## src/rtl/dqs_train_pkg.sv

```systemverilog
package dqs_train_pkg;

  typedef enum logic [1:0] {
    RES_OK   = 2'b00,
    RES_BUSY = 2'b01,
    RES_ERR  = 2'b10
  } lane_res_e;

  typedef enum logic [2:0] {
    ST_IDLE   = 3'd0,
    ST_PREP   = 3'd1,
    ST_REQ    = 3'd2,
    ST_WAIT   = 3'd3,
    ST_FLAG   = 3'd4,
    ST_FINISH = 3'd5,
    ST_NEXT   = 3'd6
  } trn_state_e;

  localparam int unsigned PAT_BYTES = 8;

  // expected byte i: FE first, then the nibble 2i-1 doubled (11, 33, ... DD)
  function automatic logic [7:0] pattern_byte(input logic [2:0] idx);
    logic [3:0] nib;
    nib = {idx, 1'b0} - 4'd1;
    return (idx == 3'd0) ? 8'hFE : {nib, nib};
  endfunction

  function automatic int unsigned window_centre(input int unsigned first_ok,
                                                input int unsigned first_bad);
    return first_ok + ((first_bad - first_ok) >> 1);
  endfunction

  function automatic int unsigned byte_addr(input int unsigned lane,
                                            input int unsigned idx,
                                            input int unsigned stride);
    return lane + stride * idx;
  endfunction

endpackage

```

## src/rtl/dqs_byte_judge.sv

```systemverilog
module dqs_byte_judge import dqs_train_pkg::*; (
  input  logic [7:0] rd_byte,
  input  logic [2:0] byte_idx,
  input  logic       flag_masked,
  input  logic       flag_dummy,
  output logic       byte_ok
);
  logic data_match;
  logic flag_hit;

  assign data_match = (rd_byte == pattern_byte(byte_idx));
  assign flag_hit   = flag_masked | flag_dummy;
  // a raised flag overrides a matching byte
  assign byte_ok    = data_match & ~flag_hit;
endmodule

```

## src/rtl/dqs_lane_pick.sv

```systemverilog
module dqs_lane_pick #(
  parameter int NUM_LANES = 4,
  parameter int LANE_W    = 2
) (
  input  logic [NUM_LANES-1:0] mask,
  input  logic [LANE_W-1:0]    base_lane,
  input  logic                 from_zero,
  output logic                 found,
  output logic [LANE_W-1:0]    next_lane
);
  // lowest selected lane above base (or from lane 0): ascending order
  always_comb begin
    found     = 1'b0;
    next_lane = '0;
    for (int i = NUM_LANES - 1; i >= 0; i--) begin
      if (mask[i] && (from_zero || (i > int'(base_lane)))) begin
        found     = 1'b1;
        next_lane = LANE_W'(i);
      end
    end
  end
endmodule

```

## src/rtl/dqs_tap_bank.sv

```systemverilog
module dqs_tap_bank import dqs_train_pkg::*; #(
  parameter int NUM_LANES = 4,
  parameter int TAP_W     = 5,
  parameter int LANE_W    = 2
) (
  input  logic                         clk,
  input  logic                         rst_n,
  input  logic                         tap_we,
  input  logic [LANE_W-1:0]            tap_lane,
  input  logic [TAP_W-1:0]             tap_val,
  input  logic                         res_we,
  input  logic [LANE_W-1:0]            res_lane,
  input  logic [1:0]                   res_val,
  input  logic                         busy_we,
  input  logic [NUM_LANES-1:0]         busy_mask,
  output logic [NUM_LANES*TAP_W-1:0]   taps_flat,
  output logic [NUM_LANES*2-1:0]       res_flat
);
  for (genvar g = 0; g < NUM_LANES; g++) begin : g_lane
    logic [TAP_W-1:0] tap_q;
    logic [1:0]       res_q;

    always_ff @(posedge clk or negedge rst_n) begin
      if (!rst_n) begin
        tap_q <= '0;
        res_q <= RES_OK;
      end else begin
        if (tap_we && (tap_lane == LANE_W'(g))) tap_q <= tap_val;
        if (busy_we && busy_mask[g])            res_q <= RES_BUSY;
        else if (res_we && (res_lane == LANE_W'(g))) res_q <= res_val;
      end
    end

    assign taps_flat[g*TAP_W +: TAP_W] = tap_q;
    assign res_flat[g*2 +: 2]          = res_q;
  end
endmodule

```

## src/rtl/dqs_rd_train.sv

```systemverilog
module dqs_rd_train import dqs_train_pkg::*; #(
  parameter int NUM_LANES   = 4,
  parameter int TAP_W       = 5,
  parameter int ADDR_W      = 8,
  parameter int LANE_STRIDE = 4
) (
  input  logic                       clk,
  input  logic                       rst_n,
  input  logic                       start_i,
  input  logic [NUM_LANES-1:0]       lane_sel_i,
  output logic [NUM_LANES*TAP_W-1:0] tap_o,
  output logic [NUM_LANES*2-1:0]     result_o,
  output logic                       done_o,
  output logic                       phy_fifo_rst_o,
  output logic                       rd_valid_o,
  input  logic                       rd_ready_i,
  output logic [ADDR_W-1:0]          rd_addr_o,
  input  logic                       rsp_valid_i,
  input  logic [7:0]                 rsp_data_i,
  input  logic                       st_masked_i,
  input  logic                       st_dummy_i,
  output logic                       st_clr_o
);
  localparam int LANE_W = (NUM_LANES > 1) ? $clog2(NUM_LANES) : 1;
  localparam int IDX_W  = $clog2(PAT_BYTES);
  localparam logic [IDX_W-1:0] IDX_LAST = IDX_W'(PAT_BYTES - 1);
  localparam logic [TAP_W-1:0] TAP_MAX  = '1;

  trn_state_e           state_q;
  logic [LANE_W-1:0]    lane_q;
  logic [IDX_W-1:0]     idx_q;
  logic [TAP_W-1:0]     sweep_q;
  logic [TAP_W-1:0]     win_lo_q;
  logic [TAP_W-1:0]     win_hi_q;
  logic                 phase2_q;
  logic [7:0]           rsp_q;
  logic [NUM_LANES-1:0] sel_q;
  logic                 done_q;

  // named internal events
  logic byte_ok, need_step;
  logic ev_launch, ev_judge, ev_scan_done, ev_step, ev_sat_err;
  logic ev_found, ev_window_end, ev_centre, ev_lane_start, ev_all_done;
  logic                 pick_found;
  logic [LANE_W-1:0]    pick_lane;
  logic [TAP_W-1:0]     centre_val;
  logic [TAP_W-1:0]     active_tap;

  logic                 tap_we;
  logic [LANE_W-1:0]    tap_lane;
  logic [TAP_W-1:0]     tap_val;
  logic [1:0]           res_val;

  dqs_byte_judge u_judge (
    .rd_byte     (rsp_q),
    .byte_idx    (3'(idx_q)),
    .flag_masked (st_masked_i),
    .flag_dummy  (st_dummy_i),
    .byte_ok     (byte_ok)
  );

  dqs_lane_pick #(.NUM_LANES(NUM_LANES), .LANE_W(LANE_W)) u_pick (
    .mask      ((state_q == ST_IDLE) ? lane_sel_i : sel_q),
    .base_lane (lane_q),
    .from_zero (state_q == ST_IDLE),
    .found     (pick_found),
    .next_lane (pick_lane)
  );

  assign ev_launch     = (state_q == ST_IDLE) && start_i && (|lane_sel_i);
  assign ev_judge      = (state_q == ST_FLAG);
  assign ev_scan_done  = ev_judge && byte_ok && (idx_q == IDX_LAST);
  assign need_step     = ev_judge && (phase2_q ? ev_scan_done : !byte_ok);
  assign ev_sat_err    = need_step && (sweep_q == TAP_MAX);
  assign ev_step       = need_step && (sweep_q != TAP_MAX);
  assign ev_found      = !phase2_q && ev_scan_done;
  assign ev_window_end = phase2_q && ev_judge && !byte_ok;
  assign ev_centre     = (state_q == ST_FINISH);
  assign ev_lane_start = ev_launch || ((state_q == ST_NEXT) && pick_found);
  assign ev_all_done   = (state_q == ST_NEXT) && !pick_found;

  assign centre_val = TAP_W'(window_centre(32'(win_lo_q), 32'(win_hi_q)));

  assign tap_we   = ev_lane_start | ev_step | ev_centre;
  assign tap_lane = ev_lane_start ? pick_lane : lane_q;
  assign tap_val  = ev_centre ? centre_val :
                    ev_step   ? (sweep_q + TAP_W'(1)) : '0;
  assign res_val  = ev_centre ? RES_OK : RES_ERR;

  dqs_tap_bank #(.NUM_LANES(NUM_LANES), .TAP_W(TAP_W), .LANE_W(LANE_W)) u_bank (
    .clk       (clk),
    .rst_n     (rst_n),
    .tap_we    (tap_we),
    .tap_lane  (tap_lane),
    .tap_val   (tap_val),
    .res_we    (ev_sat_err | ev_centre),
    .res_lane  (lane_q),
    .res_val   (res_val),
    .busy_we   (ev_launch),
    .busy_mask (lane_sel_i),
    .taps_flat (tap_o),
    .res_flat  (result_o)
  );

  assign active_tap = tap_o[lane_q*TAP_W +: TAP_W];

  always_ff @(posedge clk or negedge rst_n) begin
    if (!rst_n) begin
      state_q  <= ST_IDLE;
      lane_q   <= '0;
      idx_q    <= '0;
      sweep_q  <= '0;
      win_lo_q <= '0;
      win_hi_q <= '0;
      phase2_q <= 1'b0;
      rsp_q    <= '0;
      sel_q    <= '0;
      done_q   <= 1'b0;
    end else begin
      done_q <= ev_all_done;
      case (state_q)
        ST_IDLE: if (ev_launch) sel_q <= lane_sel_i;
        ST_PREP: state_q <= ST_REQ;
        ST_REQ:  if (rd_ready_i) state_q <= ST_WAIT;
        ST_WAIT: if (rsp_valid_i) begin
          rsp_q   <= rsp_data_i;
          state_q <= ST_FLAG;
        end
        ST_FLAG: begin
          if (ev_sat_err) begin
            state_q <= ST_NEXT;
          end else if (ev_window_end) begin
            win_hi_q <= sweep_q;
            state_q  <= ST_FINISH;
          end else begin
            state_q <= ST_PREP;
            if (ev_step) begin
              sweep_q <= sweep_q + TAP_W'(1);
              idx_q   <= '0;
            end else if (ev_found) begin
              win_lo_q <= sweep_q;
              phase2_q <= 1'b1;
              idx_q    <= '0;
            end else begin
              idx_q <= idx_q + IDX_W'(1);
            end
          end
        end
        ST_FINISH: state_q <= ST_NEXT;
        ST_NEXT:   if (!pick_found) state_q <= ST_IDLE;
        default:   state_q <= ST_IDLE;
      endcase
      if (ev_lane_start) begin
        lane_q   <= pick_lane;
        sweep_q  <= '0;
        idx_q    <= '0;
        phase2_q <= 1'b0;
        state_q  <= ST_PREP;
      end
    end
  end

  assign phy_fifo_rst_o = (state_q == ST_PREP) || (state_q == ST_FINISH);
  assign st_clr_o       = (state_q == ST_PREP);
  assign rd_valid_o     = (state_q == ST_REQ);
  assign rd_addr_o      = ADDR_W'(byte_addr(32'(lane_q), 32'(idx_q), LANE_STRIDE));
  assign done_o         = done_q;

  // ---------------- assertions ----------------
  assert_new_lane_zero_R1: assert property (@(posedge clk) disable iff (!rst_n)
    ev_lane_start |=> (active_tap == '0));

  assert_clr_before_req_R3: assert property (@(posedge clk) disable iff (!rst_n)
    $rose(rd_valid_o) |-> $past(st_clr_o && phy_fifo_rst_o));

  assert_one_outcome_R4: assert property (@(posedge clk) disable iff (!rst_n)
    $onehot0({ev_step, ev_sat_err, ev_found, ev_window_end}));

  assert_tap_step_R5: assert property (@(posedge clk) disable iff (!rst_n)
    ev_step |=> (active_tap == $past(sweep_q) + TAP_W'(1)));

  assert_centre_window_R7: assert property (@(posedge clk) disable iff (!rst_n)
    ev_centre |=> (active_tap >= $past(win_lo_q)) && (active_tap < $past(win_hi_q)));

  assert_sat_top_R8: assert property (@(posedge clk) disable iff (!rst_n)
    ev_sat_err |-> (active_tap == TAP_MAX));

  assert_done_pulse_R10: assert property (@(posedge clk) disable iff (!rst_n)
    done_o |=> !done_o);

  assert_req_hold_R11: assert property (@(posedge clk) disable iff (!rst_n)
    (rd_valid_o && !rd_ready_i) |=> (rd_valid_o && $stable(rd_addr_o)));

endmodule

```

## config.mk

```make
export PLATFORM = sky130hd
export DESIGN_NAME = dqs_rd_train
export DESIGN_NICKNAME = d
export VERILOG_FILES = /design/src/rtl/dqs_train_pkg.sv /design/src/rtl/dqs_byte_judge.sv /design/src/rtl/dqs_lane_pick.sv /design/src/rtl/dqs_tap_bank.sv /design/src/rtl/dqs_rd_train.sv
export SDC_FILE = /design/constraint.sdc
export NUM_CORES = 1
export LEC_CHECK = 0
export CORE_AREA = 2 2 112 114
export DETAILED_ROUTE_END_ITERATION = 6
export DIE_AREA = 0 0 114 116
export GPL_TIMING_DRIVEN = 0
export PLACE_DENSITY = 0.56
export SLEW_MARGIN = 20
export SYNTH_ARGS = -nofsm -noshare
export SYNTH_HDL_FRONTEND = slang
export SYNTH_SLANG_ARGS = --single-unit
```

## constraint.sdc

```tcl
create_clock -name clk -period 5 [get_ports clk]
set_input_delay 1.25 -clock clk [delete_from_list [all_inputs] [get_ports clk]]
set_output_delay 1.25 -clock clk [all_outputs]
set_load 0.1 [all_outputs]
```

=== Word-level counts from Yosys, hierarchy flattened ===
Index checks and enable logic that the tools add are counted.

* $add $sub $neg: 6
* $mul: 0
* Div/mod/pow operators: 0
* Order comparisons: 3
* Eq/ne operators: 23
* Shift-type cells: 0
* Multiplexer cells: 47
* Bitwise logic cells: 9
* Reduce and logical (&&, ||, !) cells: 56

{| class="wikitable"
|+ Operators by type and width
! cell !! number
|-
| $mux 3 || 12
|-
| $mux 5 || 7
|-
| $logic_and 1x1->1 || 28
|-
| $mux 2 || 14
|-
| $pmux 3 s7 || 1
|-
| $reduce_bool 2->1 || 7
|-
| $eq 3x3->1 const B || 4
|-
| $mux 1 || 11
|-
| $reduce_and 5->1 || 2
|-
| $eq 2x2->1 const B || 4
|-
| $eq 8x8->1 || 1
|-
| $mux 8 || 1
|-
| $reduce_and 4->1 || 2
|-
| $add 2x5->6 || 1
|-
| $eq 3x2->1 const B || 2
|-
| $logic_not 3->1 || 2
|-
| $ne 2x1->1 const B || 3
|-
| $ne 3x3->1 const B || 2
|-
| $reduce_and 3->1 || 2
|-
| $sub 5x5->6 || 1
|-
| $add 5x1->5 const B || 1
|-
| $add 5x5->5 || 1
|-
| $eq 5x5->1 const B || 1
|-
| $logic_or 1x1->1 || 5
|-
| 17 further kinds || 29
|}

* Register bits after elaboration: 65
* Bits in latches: 0
* Memory bits (writable): 0
* Memory bits (read-only): 0
* Input bits: 19
* Word-level logic and storage cells: 162
* Memories kept: 0

=== Longest topological paths before layout ===
* Depth in word-level cells: 14
* Gate-level depth with buffers: 12

=== By module ===
Synthesis repeated with hierarchy kept, for this count alone.

* Cell total of the unflattened synthesis: 306
* Area, all modules: 3509.6 um2

{| class="wikitable"
|+ Modules (own cells, without submodules)
! module !! times used !! cells an instance !! area an instance (um2) !! seq. area each (um2)
|-
| dqs_rd_train || 1 || 188 || 2084.5 || 925.9
|-
| dqs_tap_bank || 1 || 81 || 1188.6 || 700.7
|-
| dqs_byte_judge || 1 || 22 || 145.1 || 0.0
|-
| dqs_lane_pick || 1 || 15 || 91.3 || 0.0
|}

=== Least setup slack after synthesis ===
No wires, ideal clock.

* Path kind: flip-flop to output port
* Start: register state_q[1]
* End: output st_clr_o
* Arrival: 2.755 ns
* Required time: 3.750 ns
* Setup slack: 0.995 ns
* Cell stages (with the launch flop): 3
* Buffers on the path: 1
* Cell sequence: dfrtp_1 clkbuf_1 nor3_1

* Cells in the longest elaborated chain, start to end: 1

{| class="wikitable"
|+ RTL lines
! item !! RTL line !! text
|-
| from (decl) || dqs_rd_train.sv:29 || <nowiki>trn_state_e state_q;</nowiki>
|-
| from (signal assigned) || dqs_rd_train.sv:109 || <nowiki>state_q <= ST_IDLE;</nowiki>
|-
| from (signal assigned) || dqs_rd_train.sv:123 || <nowiki>ST_PREP: state_q <= ST_REQ;</nowiki>
|-
| from (signal assigned) || dqs_rd_train.sv:124 || <nowiki>ST_REQ: if (rd_ready_i) state_q <= ST_WAIT;</nowiki>
|-
| $eq 3x1->1 || dqs_rd_train.sv:164 || <nowiki>assign st_clr_o = (state_q == ST_PREP);</nowiki>
|-
| to (decl) || dqs_rd_train.sv:22 || <nowiki>output logic st_clr_o</nowiki>
|}

No other way between the ends.

=== Worst setup path after layout ===
* Start: register state_q[1]
* End: output rd_valid_o

* Cells in the longest elaborated chain, start to end: 1

{| class="wikitable"
|+ RTL lines
! item !! RTL line !! text
|-
| $eq 3x2->1 || dqs_rd_train.sv:165 || <nowiki>assign rd_valid_o = (state_q == ST_REQ);</nowiki>
|-
| to (decl) || dqs_rd_train.sv:15 || <nowiki>output logic rd_valid_o,</nowiki>
|}

No other way between the ends.

==> metrics.yaml <==
status: "finished clean"
min_period_over_period_pct: 76.5
powerDensity_nw_per_um2: 579
core_region_area_sq_um: 11900
skew_ps: 8.28
yosys.area.top_type: "dfrtp_1"
route.antenna.remaining_nets: 0
die-area_sq_um: 13200
setup_tns_ps: 0
drc: 0
clk_path_buf_depth: 2
maxCapViolations: 0
drv_slew: 0
insertion_delay_ps: 330
synth_xor_area_share_pct: 2.74
area_growth_pct: 31.7
initial_core_util_pct: 29.5
cts_max_level: 3
synth-simple-area-share_pct: 15.0
fmax_mhz: 261
syn_area_per_cell_sq_um: 11.2
place_hpwl_um: 5860
track_usage_pct: 12.9
die_x_um: 114
async_flop_share_pct: 100
vias_per_cell: 4.87
slowest_stage: "clkdlybuf4s50_1"
worstSetupStartpointType: "flop"
drive_gt1_share_pct: 18.3
port_buffers: 55
reg2regPathDepth: 10
cpPeakStageDelay_ps: 1140
numCtsBuffers: 9
path_cells: "clkbuf_1 > nand2b_1 > nor2_1 > clkdlybuf4s50_1"
io_pins: 59
vias: 2600
dr.pass1.iters: 4
min_delay_worst_endpoint: "u_bank.g_lane[3].res_q[1]$_DFFE_PN0P_"
synth.area.mux_share_pct: 12.4
synthAdderAreaFrac_pct: 6.13
crit_buf_inv: 2
cts.sinks: 64
cts_tree: "yes"
synth_top_family_by_area: "simple AND/OR/NAND/NOR gates"
dieHeight_um: 116
min_path_type: "flop to flop"
holdPathStages: 2
synth_commonest_cells: "dfrtp_1 (64), mux2_2 (30), nand2_1 (20), a21oi_1 (19)"
fillCellCount: 1193
drt_wl_total_um: 7920
postSynthCellCount: 313
drtIter0Drc: 142
yosysTopAreaCellShare_pct: 45.6
synth.area.top_cells: "dfrtp_1 (46%), mux2_2 (9.6%), ha_1 (5.0%)"
grt_pass1_wl_um: 13300
rsz0062_at_grt: "no"
synth_edf_count: 0
reg2reg_to: "u_bank.g_lane[3].tap_q[4]$_DFFE_PN0P_"
post_cts.repair.setup_buffers: 0
hold_viol: 0
total_leakage_power_nw: 2.11
clkTransAtPathRegs_ps: 60
cp_top_family: "buffers and inverters"
gp_congestion: 0.787
ir_drop_v: 0.000371
synth_compound_gate_area_share_pct: 15.0
antenna_found_initial: 0
worstPathMaxFanout: 10
overflow: 0
fin_crit_ps: 3830
grt_pass1_vias: 2646
critPathKind: "flop to output pin"
routedWlPerCell_um: 14.8
cts_root_buf: "clkbuf_16"
yosys.cell_types.count: 55
yosysWarningCount: 0
grt_max_degree: 48
postLayoutCoreUtil_pct: 38.8
crit_arrival_ps: 2580
synthFlopType: "dfrtp_1"
n_antenna_cell: 0
postCtsResizedCells: 0
cp-end-kind: "output pin"
final_nets: 417
setup_viol: 0
min-delay-start: "u_bank.g_lane[3].res_q[1]$_DFFE_PN0P_"
seq_area_frac_synth_pct: 45.6
row_count: 40
rr_startpoint: "win_lo_q[1]$_DFFE_PN0P_"
synth.cell_area_sq_um: 3510
relSlewSlack_pct: 34.4
r2r_slack_ps: 2120
postCtsHoldBufs: 0
yosysMostFrequentCell: "dfrtp_1"
synth-seq-cells: 64
worstMarginPinSlew_ps: 982
required_ps: 3750
[worst reg2reg max path, delay by kind of cell (launching register included)]
family / cells / cell delay (ps)
fa+ha+maj: 3 / 1110
compound gates: 3 / 520
flops: 1 / 410
mux: 1 / 330
xor+xnor: 2 / 290
buf+inv: 1 / 110
[cell usage in the layout (no fill, tap or decap), drive strengths merged, types with 3 or more instances in the layout]
cell	n
and2	7
and3	5
mux2	37
o21ai	14
bufinv	3
a21oi	19
buf	6
clkbuf	15
nand2	22
a22o	6
nand2b	7
nor3	5
conb	3
ha	14
a21o	8
nor2	15
inv	14
nor4b	3
clkinv	3
dfrtp	64
or3	3
xnor2	6
xor2	5
nand3b	3
clkdlybuf4s50	54
o22ai	5
nand3	7
[power breakdown]
| part | total (mW) | internal, mW | switching (mW) |
|---|---|---|---|
| combinational | 1.22 | 0.374 | 0.846 |
| sequential | 0.736 | 0.635 | 0.101 |
| clock | 0.722 | 0.487 | 0.234 |
[worst max path at each step]
stage	from	end	slack, ps	cells past startpoint
2_1_floorplan	state_q[1]$_DFFE_PN0P_	st_clr_o	990	2
3_3_place_gp	rst_n	u_bank.g_lane[3].tap_q[4]$_DFFE_PN0P_	490	1
3_5_place_dp	lane_sel_i[1]	u_bank.g_lane[2].tap_q[3]$_DFFE_PN0P_	1350	7
4_1_cts	state_q[1]$_DFFE_PN0P_	rd_valid_o	1150	4
5_1_grt	state_q[1]$_DFFE_PN0P_	rd_valid_o	1050	4
6_report	state_q[1]$_DFFE_PN0P_	rd_valid_o	1170	4
[metal layers]
| metal | GRT usage, % | wire (um) |
|---|---|---|
| met4 | 3.90 | 124 |
| met3 | 3.92 | 397 |
| met1 | 16.8 | 3720 |
| met5 | 0 | 0 |
| met2 | 20.6 | 3680 |
[cell type report]
type	count	area (sq um)	share of cell area, %
multi-input combinational	227	1810	39.2
sequential	64	1600	34.6
timing repair buffer	56	576	12.4
clock buffer	9	225	4.87
tap	147	184	3.98
clock inverter	7	120	2.60
buffer	10	52.6	1.14
inverter	14	52.6	1.14
[registers in the layout, summed over array words and instances (netlist names), 2 cells and up]
name	cells
sweep_q	5
win_lo_q	5
u_bank.g_lane.tap_q	20
win_hi_q	5
idx_q	3
lane_q	2
state_q	3
u_bank.g_lane.res_q	8
rsp_q	8
sel_q	3
[cell families after synthesis]
kind of cell / after synthesis
adders and majority gates: 16
other: 1
and+or+nand+nor: 85
AOI/OAI and AO/OA: 73
buffers and inverters: 24
xor gates and xnor gates: 11
DFF: 64
muxes: 39
[per-stage QoR]
step	hold WS (ps)	worst slack [ps]	cells	instance area (sq um)	total power, mW
6_report	476	1170	534	4620	2.68
5_1_grt	495	1050	534	4620	2.82
4_1_cts	487	1150	534	4620	2.70
3_5_place_dp	474	1350	518	4280	1.97
3_3_place_gp	474	486	517	4250	1.95
2_1_floorplan	464	995	315	3520	1.68
No activity file was read; power rests on OpenSTA's default activity.
